**config.mk**
```make
export PLATFORM = sky130hd
export DESIGN_NAME = scanline_timer
export DESIGN_NICKNAME = d
export VERILOG_FILES = /design/src/rtl/scanline_pkg.sv /design/src/rtl/scanline_ctrl.sv /design/src/rtl/scanline_dp.sv /design/src/rtl/scanline_timer.sv
export SDC_FILE = /design/constraint.sdc
export NUM_CORES = 1
export LEC_CHECK = 0
export BUFFER_PORTS_ARGS = -buffer_cell sky130_fd_sc_hd__buf_4
export CAP_MARGIN = 10
export CORE_ASPECT_RATIO = 1.75
export CORE_UTILIZATION = 35
export DETAILED_ROUTE_END_ITERATION = 8
export HOLD_SLACK_MARGIN = 0.03
export SKIP_LAST_GASP = 1
export SLEW_MARGIN = 20
export SYNTH_ARGS = -nofsm -noshare
export SYNTH_HDL_FRONTEND = slang
export SYNTH_SLANG_ARGS = --single-unit
```
**constraint.sdc**
```tcl
create_clock -name clk -period 2.1 [get_ports clk]
set_input_delay 0.42 -clock clk [delete_from_list [all_inputs] [get_ports clk]]
set_output_delay 0.42 -clock clk [all_outputs]
set_load 0.05 [all_outputs]
```
**src/rtl/scanline_pkg.sv**
```systemverilog
`timescale 1ns/1ps
package scanline_pkg;
  // Strobes issued by the control to the datapath for one clock edge
  typedef struct packed {
    logic step;       // advance the scanline counter
    logic lineWrap;   // counter is at its last value and will roll over
    logic frameWrap;  // rollover on the last line of the frame
    logic syncFall;   // next count is the sync falling-edge position
    logic syncRise;   // next count is the sync rising-edge position
  } tmrCtl_t;
endpackage

```
**src/rtl/scanline_ctrl.sv**
```systemverilog
`timescale 1ns/1ps
module scanline_ctrl
  import scanline_pkg::*;
#(
  parameter int CNT_W     = 16,
  parameter int PERIOD    = 1820,
  parameter int LINES     = 524,
  parameter int SYNC_FALL = 104,
  parameter int SYNC_RISE = 240,
  localparam int LINE_W   = $clog2(LINES)
) (
  input  logic              clk,
  input  logic              rst,
  input  logic              en,
  input  logic [CNT_W-1:0]  cnt,
  input  logic [LINE_W-1:0] lineNum,
  output tmrCtl_t           ctl
);
  localparam logic [CNT_W-1:0]  LAST_CNT  = CNT_W'(PERIOD - 1);
  localparam logic [CNT_W-1:0]  PRE_FALL  = CNT_W'(SYNC_FALL - 1);
  localparam logic [CNT_W-1:0]  PRE_RISE  = CNT_W'(SYNC_RISE - 1);
  localparam logic [LINE_W-1:0] LAST_LINE = LINE_W'(LINES - 1);

  logic atLast;
  logic onLastLine;

  assign atLast     = (cnt == LAST_CNT);
  assign onLastLine = (lineNum == LAST_LINE);

  always_comb begin
    ctl           = '0;
    ctl.step      = en;
    ctl.lineWrap  = en && atLast;
    ctl.frameWrap = en && atLast && onLastLine;
    ctl.syncFall  = en && (cnt == PRE_FALL);
    ctl.syncRise  = en && (cnt == PRE_RISE);
  end

  // The two sync edges and the rollover are at distinct counts, so at most one fires per edge
  AST_EDGE_EXCL: assert property (@(posedge clk) disable iff (rst)
    $onehot0({ctl.lineWrap, ctl.syncFall, ctl.syncRise}));
  // A frame wrap is always also a line wrap
  AST_FRAME_IN_LINE: assert property (@(posedge clk) disable iff (rst)
    ctl.frameWrap |-> ctl.lineWrap);
endmodule

```
**src/rtl/scanline_dp.sv**
```systemverilog
`timescale 1ns/1ps
module scanline_dp
  import scanline_pkg::*;
#(
  parameter int CNT_W     = 16,
  parameter int PERIOD    = 1820,
  parameter int LINES     = 524,
  parameter int SYNC_FALL = 104,
  parameter int SYNC_RISE = 240,
  localparam int LINE_W   = $clog2(LINES)
) (
  input  logic              clk,
  input  logic              rst,
  input  logic              en,
  input  tmrCtl_t           ctl,
  output logic [CNT_W-1:0]  cnt,
  output logic [LINE_W-1:0] lineNum,
  output logic              syncN,
  output logic              lineStart,
  output logic              frameStart
);
  localparam logic [CNT_W-1:0]  LAST_CNT  = CNT_W'(PERIOD - 1);
  localparam logic [CNT_W-1:0]  FALL_CNT  = CNT_W'(SYNC_FALL);
  localparam logic [CNT_W-1:0]  RISE_CNT  = CNT_W'(SYNC_RISE);
  localparam logic [LINE_W-1:0] LAST_LINE = LINE_W'(LINES - 1);

  logic started;

  always_ff @(posedge clk) begin
    if (rst) begin
      cnt        <= '0;
      lineNum    <= '0;
      syncN      <= 1'b1;
      lineStart  <= 1'b0;
      frameStart <= 1'b0;
      started    <= 1'b0;
    end else begin
      started    <= 1'b1;
      lineStart  <= ctl.lineWrap;
      frameStart <= ctl.frameWrap;
      if (ctl.step) begin
        cnt <= ctl.lineWrap ? '0 : cnt + 1'b1;
      end
      if (ctl.lineWrap) begin
        lineNum <= ctl.frameWrap ? '0 : lineNum + 1'b1;
      end
      if (ctl.syncFall) begin
        syncN <= 1'b0;
      end else if (ctl.syncRise) begin
        syncN <= 1'b1;
      end
    end
  end

  AST_COUNT_STEP: assert property (@(posedge clk) disable iff (rst)
    started && en && (cnt != LAST_CNT) |=> cnt == $past(cnt) + 1'b1);
  AST_COUNT_WRAP: assert property (@(posedge clk) disable iff (rst)
    started && en && (cnt == LAST_CNT) |=> cnt == '0);
  AST_COUNT_RANGE: assert property (@(posedge clk) disable iff (rst)
    cnt <= LAST_CNT);
  AST_LINE_START_ZERO: assert property (@(posedge clk) disable iff (rst)
    lineStart |-> cnt == '0);
  AST_SYNC_WINDOW: assert property (@(posedge clk) disable iff (rst)
    syncN == !((cnt >= FALL_CNT) && (cnt < RISE_CNT)));
  AST_LINE_HOLD: assert property (@(posedge clk) disable iff (rst)
    started && en && (cnt != LAST_CNT) |=> $stable(lineNum));
  AST_LINE_RANGE: assert property (@(posedge clk) disable iff (rst)
    lineNum <= LAST_LINE);
  AST_FRAME_START: assert property (@(posedge clk) disable iff (rst)
    frameStart |-> (lineNum == '0) && lineStart);
  AST_FREEZE: assert property (@(posedge clk) disable iff (rst)
    started && !en |=> $stable(cnt) && $stable(lineNum) && $stable(syncN) && !lineStart);
endmodule

```
**src/rtl/scanline_timer.sv**
```systemverilog
`timescale 1ns/1ps
module scanline_timer
  import scanline_pkg::*;
#(
  parameter int CNT_W     = 16,
  parameter int PERIOD    = 1820,
  parameter int LINES     = 524,
  parameter int SYNC_FALL = 104,
  parameter int SYNC_RISE = 240,
  localparam int LINE_W   = $clog2(LINES)
) (
  input  logic              clk,
  input  logic              rst,
  input  logic              en,
  output logic [CNT_W-1:0]  count,
  output logic              lineStart,
  output logic              hsyncN,
  output logic [LINE_W-1:0] lineNum,
  output logic              frameStart
);
  tmrCtl_t ctl;

  scanline_ctrl #(
    .CNT_W(CNT_W), .PERIOD(PERIOD), .LINES(LINES),
    .SYNC_FALL(SYNC_FALL), .SYNC_RISE(SYNC_RISE)
  ) i_ctrl (
    .clk(clk), .rst(rst), .en(en),
    .cnt(count), .lineNum(lineNum), .ctl(ctl)
  );

  scanline_dp #(
    .CNT_W(CNT_W), .PERIOD(PERIOD), .LINES(LINES),
    .SYNC_FALL(SYNC_FALL), .SYNC_RISE(SYNC_RISE)
  ) i_dp (
    .clk(clk), .rst(rst), .en(en), .ctl(ctl),
    .cnt(count), .lineNum(lineNum), .syncN(hsyncN),
    .lineStart(lineStart), .frameStart(frameStart)
  );
endmodule

```
After elaboration in Yosys (flattened, before gate mapping)
Cells that the tools add are included.
{"block": "totals", "word_cells": 20, "inputBits": 3, "reg_bits": 29}
{"block": "op_classes", "n_eq_ne": 4, "addsub": 2, "reduce_logical": 5, "muxes": 4}
{"operator": "16-bit by 1-bit adder with 16-bit output, second input constant", "n": 1}
{"operator": "16-bit by 11-bit equality test with 1-bit output, second input constant", "n": 1}
{"operator": "16-bit by 7-bit equality test with 1-bit output, second input constant", "n": 1}
{"operator": "16-bit by 8-bit equality test with 1-bit output, second input constant", "n": 1}
{"operator": "16-bit 2-to-1 mux", "n": 1}
{"operator": "10-bit by 1-bit adder with 10-bit output, second input constant", "n": 1}
{"operator": "10-bit equality test, second input constant", "n": 1}
{"operator": "10-bit 2-to-1 mux", "n": 1}
{"operator": "1-bit logical AND", "n": 4}
{"operator": "1-bit 2-to-1 mux", "n": 2}
{"operator": "2-bit nonzero test", "n": 1}

Logic depth before layout (Yosys ltp)
{"block": "logic_depth", "depth_word": 4, "ltp_mapped": 6, "ltp_nobuf": 5}

Hierarchy
Synthesis repeated with hierarchy kept, for this count alone.
{"block": "hier_totals", "cells_unflattened": 160, "hier_area_um2": 1437.6}
{"mod": "scanline_dp", "area_each_um2": 1281.2, "cells_per_inst": 141, "instances": 1}
{"mod": "scanline_ctrl", "area_each_um2": 156.4, "cells_per_inst": 19, "instances": 1}

Worst setup path before layout
Ideal clock, no wire load.
{"block": "synth_path", "path_kind": "register -> register", "start": "register i_dp.cnt[0]", "end": "register i_dp.lineNum[9]", "setup_time_ps": 93, "period_less_slack_ps": 2157, "required_time_ps": 2007, "stages_incl_launch_ff": 6, "path_slack_ps": -57, "path_buffers": 0, "t_arrival_ps": 2065, "cell_sequence": "dfxtp_1 ha_1 nand2_1 or4_4 or4_1 o32ai_1"}
{"block": "synth_via", "elab_chain_cells": 4}
{"item": "from (decl)", "line": "scanline_dp.sv:16", "rtl": "output logic [CNT_W-1:0] cnt,"}
{"item": "from (signal assigned)", "line": "scanline_dp.sv:42", "rtl": "cnt <= ctl.lineWrap ? '0 : cnt + 1'b1;"}
{"item": "16-bit by 11-bit equality test with 1-bit output *", "line": "scanline_ctrl.sv:27", "rtl": "assign atLast = (cnt == LAST_CNT);"}
{"item": "1-bit logical AND *", "line": "scanline_ctrl.sv:33, scanline_ctrl.sv:34"}
{"item": "1-bit logical AND", "line": "scanline_ctrl.sv:34", "rtl": "ctl.frameWrap = en && atLast && onLastLine;"}
{"item": "10-bit 2-to-1 mux", "line": "scanline_dp.sv:45", "rtl": "lineNum <= ctl.frameWrap ? '0 : lineNum + 1'b1;"}
{"item": "to (signal assigned)", "line": "scanline_dp.sv:45"}
{"item": "to (decl)", "line": "scanline_dp.sv:17", "rtl": "output logic [LINE_W-1:0] lineNum,"}
Mark *: on every way between the ends. The rest lies on a longest branch, timed or not.
A chain may end at the register's enable or synchronous reset.

Worst setup path after layout
Same ends and word-level chain as after synthesis.

==> impl_metrics.json <==
{
  "run_status": "completed",
  "fmax_mhz": 543,
  "synth_compound_area_frac": 0.163,
  "slowest_stage": "or4_4",
  "detailed_place_hpwl_um": 2970,
  "p_leak_uw": 0.000732,
  "antenna_found_initial": 0,
  "gr-usage-all-layers": 0.197,
  "yosysUniqueCellTypes": 41,
  "grt_pass1_wl_um": 6730,
  "cts.repair.resized": 0,
  "worst_pin_slew_ns": 0.413,
  "dr_total_vias": 1519,
  "num_antenna_cells": 0,
  "critical-path-top-delay-family": "simple AND/OR/NAND/NOR gates",
  "yosysWarnings": 0,
  "dieArea_mm2": 0.00462,
  "crit_type": "flip-flop to flip-flop",
  "required_ns": 2.29,
  "synth_ff_type": "dfxtp_1",
  "grt_pass1_vias": 1425,
  "holdCritPathClass": "primary input to flip-flop",
  "fin_setup_tns_ns": 0,
  "ctsHoldBuffers": 0,
  "clk_latency_ns": 0.28,
  "yosysMostFrequentCell": "dfxtp_1",
  "multi_input_area_um2": 871,
  "slowest_delay_ns": 0.49,
  "synth-xor-area-share": 0.0576,
  "startpoint_type": "flip-flop",
  "skew_ns": 0.00278,
  "drcViolationCount": 0,
  "start_util": 0.366,
  "yosys.area_share.simple": 0.336,
  "regArea_um2": 583,
  "die_w_um": 51.8,
  "top_level_ports": 32,
  "root_buffer": "clkbuf_8",
  "rsz0062_at_grt": "false",
  "nets": 227,
  "tritoncts": "built",
  "fp.coreArea_mm2": 0.00415,
  "crit_path_cell_trace": "ha_1, nand2_1, or4_4, or4_1, o32ai_1",
  "cp.arrival_ns": 2.03,
  "syn_avg_cell_area_um2": 8.35,
  "grt_remaining_overflow": 0,
  "cts_num_sinks": 29,
  "synth_adder_area_share": 0.0165,
  "ys_seq_elements": 29,
  "fin_crit_ns": 1.84,
  "routed_wl_um": 4050,
  "period_share": 0.876,
  "via_per_inst": 5.61,
  "postRouteAntennaNets": 0,
  "finalSetupViolations": 0,
  "endpoint_kind": "flip-flop",
  "relSlewSlack": 0.725,
  "slew_violations": 0,
  "grt_max_degree": 23,
  "gp_congestion": 0.818,
  "post-route-util": 0.471,
  "synth_top_family_by_area": "simple AND/OR/NAND/NOR gates",
  "drive_above_1_share": 0.257,
  "first_iter_violations": 31,
  "synthMuxAreaShare": 0,
  "port_buffers": 31,
  "cts.path.max_buffers": 2,
  "async_flop_share": 0,
  "yosysTopAreaCell": "dfxtp_1",
  "crit_buf_inv": 0,
  "synth_edf_count": 0,
  "clkTransAtPathRegs_ns": 0.06,
  "nFillCells": 425,
  "crit_fanout": 5,
  "synth_top_area_share": 0.382,
  "powerDensity_mw_per_mm2": 558,
  "hold_violations": 0,
  "cts_max_level": 2,
  "cts_setup_buffers": 0,
  "ir_worst_vdd_v": 0.000454,
  "wire_per_inst_um": 14.9,
  "area_growth_pct": 28.6,
  "synth.area.top_cells": "dfxtp_1 38%, a21oi_1 3.6%, nand3_1 3.6%",
  "cap_violations": 0,
  "synth_common_cells": "29 x dfxtp_1, 14 x nor2_1, 11 x a21oi_1, 11 x nand2_1, 11 x nand3_1",
  "dieHeight_um": 89.2,
  "synth_nets": 187,
  "numCtsBuffers": 5,
  "ys_seq_area_frac": 0.382,
  "drt-pass1-iter-count": 4,
  "fp-row-count": 31,
  "syn_inst": 182,
  "syn_area_mm2": 0.00152
}
==> metrics by stage <==
stage          total power, uW  area, um2  hold WS [ns]  std cells  setup WS (ns)
2_1_floorplan              617       1520         0.581        182         0.0438
3_3_place_gp               639       1870         0.491        264          0.298
3_5_place_dp               639       1870         0.489        264          0.266
4_1_cts                   1100       1950         0.461        271          0.257
5_1_grt                   1140       1950         0.458        271         0.0627
6_report                  1090       1950         0.462        271          0.260
==> power breakdown <==
| part | switching [uW] | internal, uW |
|---|---|---|
| registers | 6.60 | 557 |
| logic | 41.8 | 20.6 |
| clock network | 205 | 259 |
==> state kept, by name, summed over array words and instances (netlist names) <==
signal           cells
i_dp.syncN           1
i_dp.frameStart      1
i_dp.cnt            16
i_dp.lineStart       1
i_dp.lineNum        10
==> cells in the final DEF, fill, tap and decap left out, types with 3 or more instances in the layout <==
cell      Yosys  routed
buf_4         0      44
nor4_1        4       4
xnor2_1       4       4
nand2b_1      3       3
or3_1         6       6
xor2_1        6       6
and3_1        6       6
nand3_1      11      11
nand2_1      11      11
a21oi_1      11      11
and4_1        3       3
nor3_1        3       3
o31ai_1       4       4
or4_1         4       4
nor3b_1       3       3
nand4b_1      3       3
dfxtp_1      29      27
o41ai_1       3       3
inv_1         6       6
nor2_1       14      14
o21ai_0       5       5
a211oi_1      3       3
clkbuf_8      0       6
nand4_1       7       7
o32ai_1       4       4
==> worst reg2reg max path, stage by stage, from the launching register on <==
cell     delay, ns
dfxtp_2       0.37
ha_1          0.18
nand2_1       0.09
or4_4         0.49
or4_1         0.40
o32ai_1       0.22
==> final timing paths <==
path                    from               to  slack, ns  depth (start not counted)
max              i_dp.cnt[0]  i_dp.lineNum[9]       0.26                          5
min                       en      i_dp.cnt[1]       0.46                          3
min reg2reg  i_dp.lineNum[9]  i_dp.lineNum[9]       0.50                          2
max reg2reg      i_dp.cnt[0]  i_dp.lineNum[9]       0.26                          5
==> layer usage <==
| layer | part of all wire | track usage | vias up |
|---|---|---|---|
| met2 | 0.54 | 0.354 | 31 |
| li1 | - | - | 760 |
| met3 | 0.031 | 0.0510 | 5 |
| met5 | 0 | 0 | - |
| met4 | 0.017 | 0.0786 | 0 |
| met1 | 0.42 | 0.213 | 723 |
==> cells by family (layout without fill, tap and decap cells) <==
group	Yosys count	count (layout)
flops	29	29
xor+xnor	10	10
simple gates	87	87
compound gates	37	37
fa+ha+maj	2	2
buf+inv	17	57
==> cell type report <==
type	count	share of cell area
clock buffers	7	0.0442
inverters	6	0.0115
multi-input cells	136	0.446
flip-flops and latches	29	0.298
well taps	49	0.0314
repair buffers	44	0.169
Power figures use the tool's default switching activity.
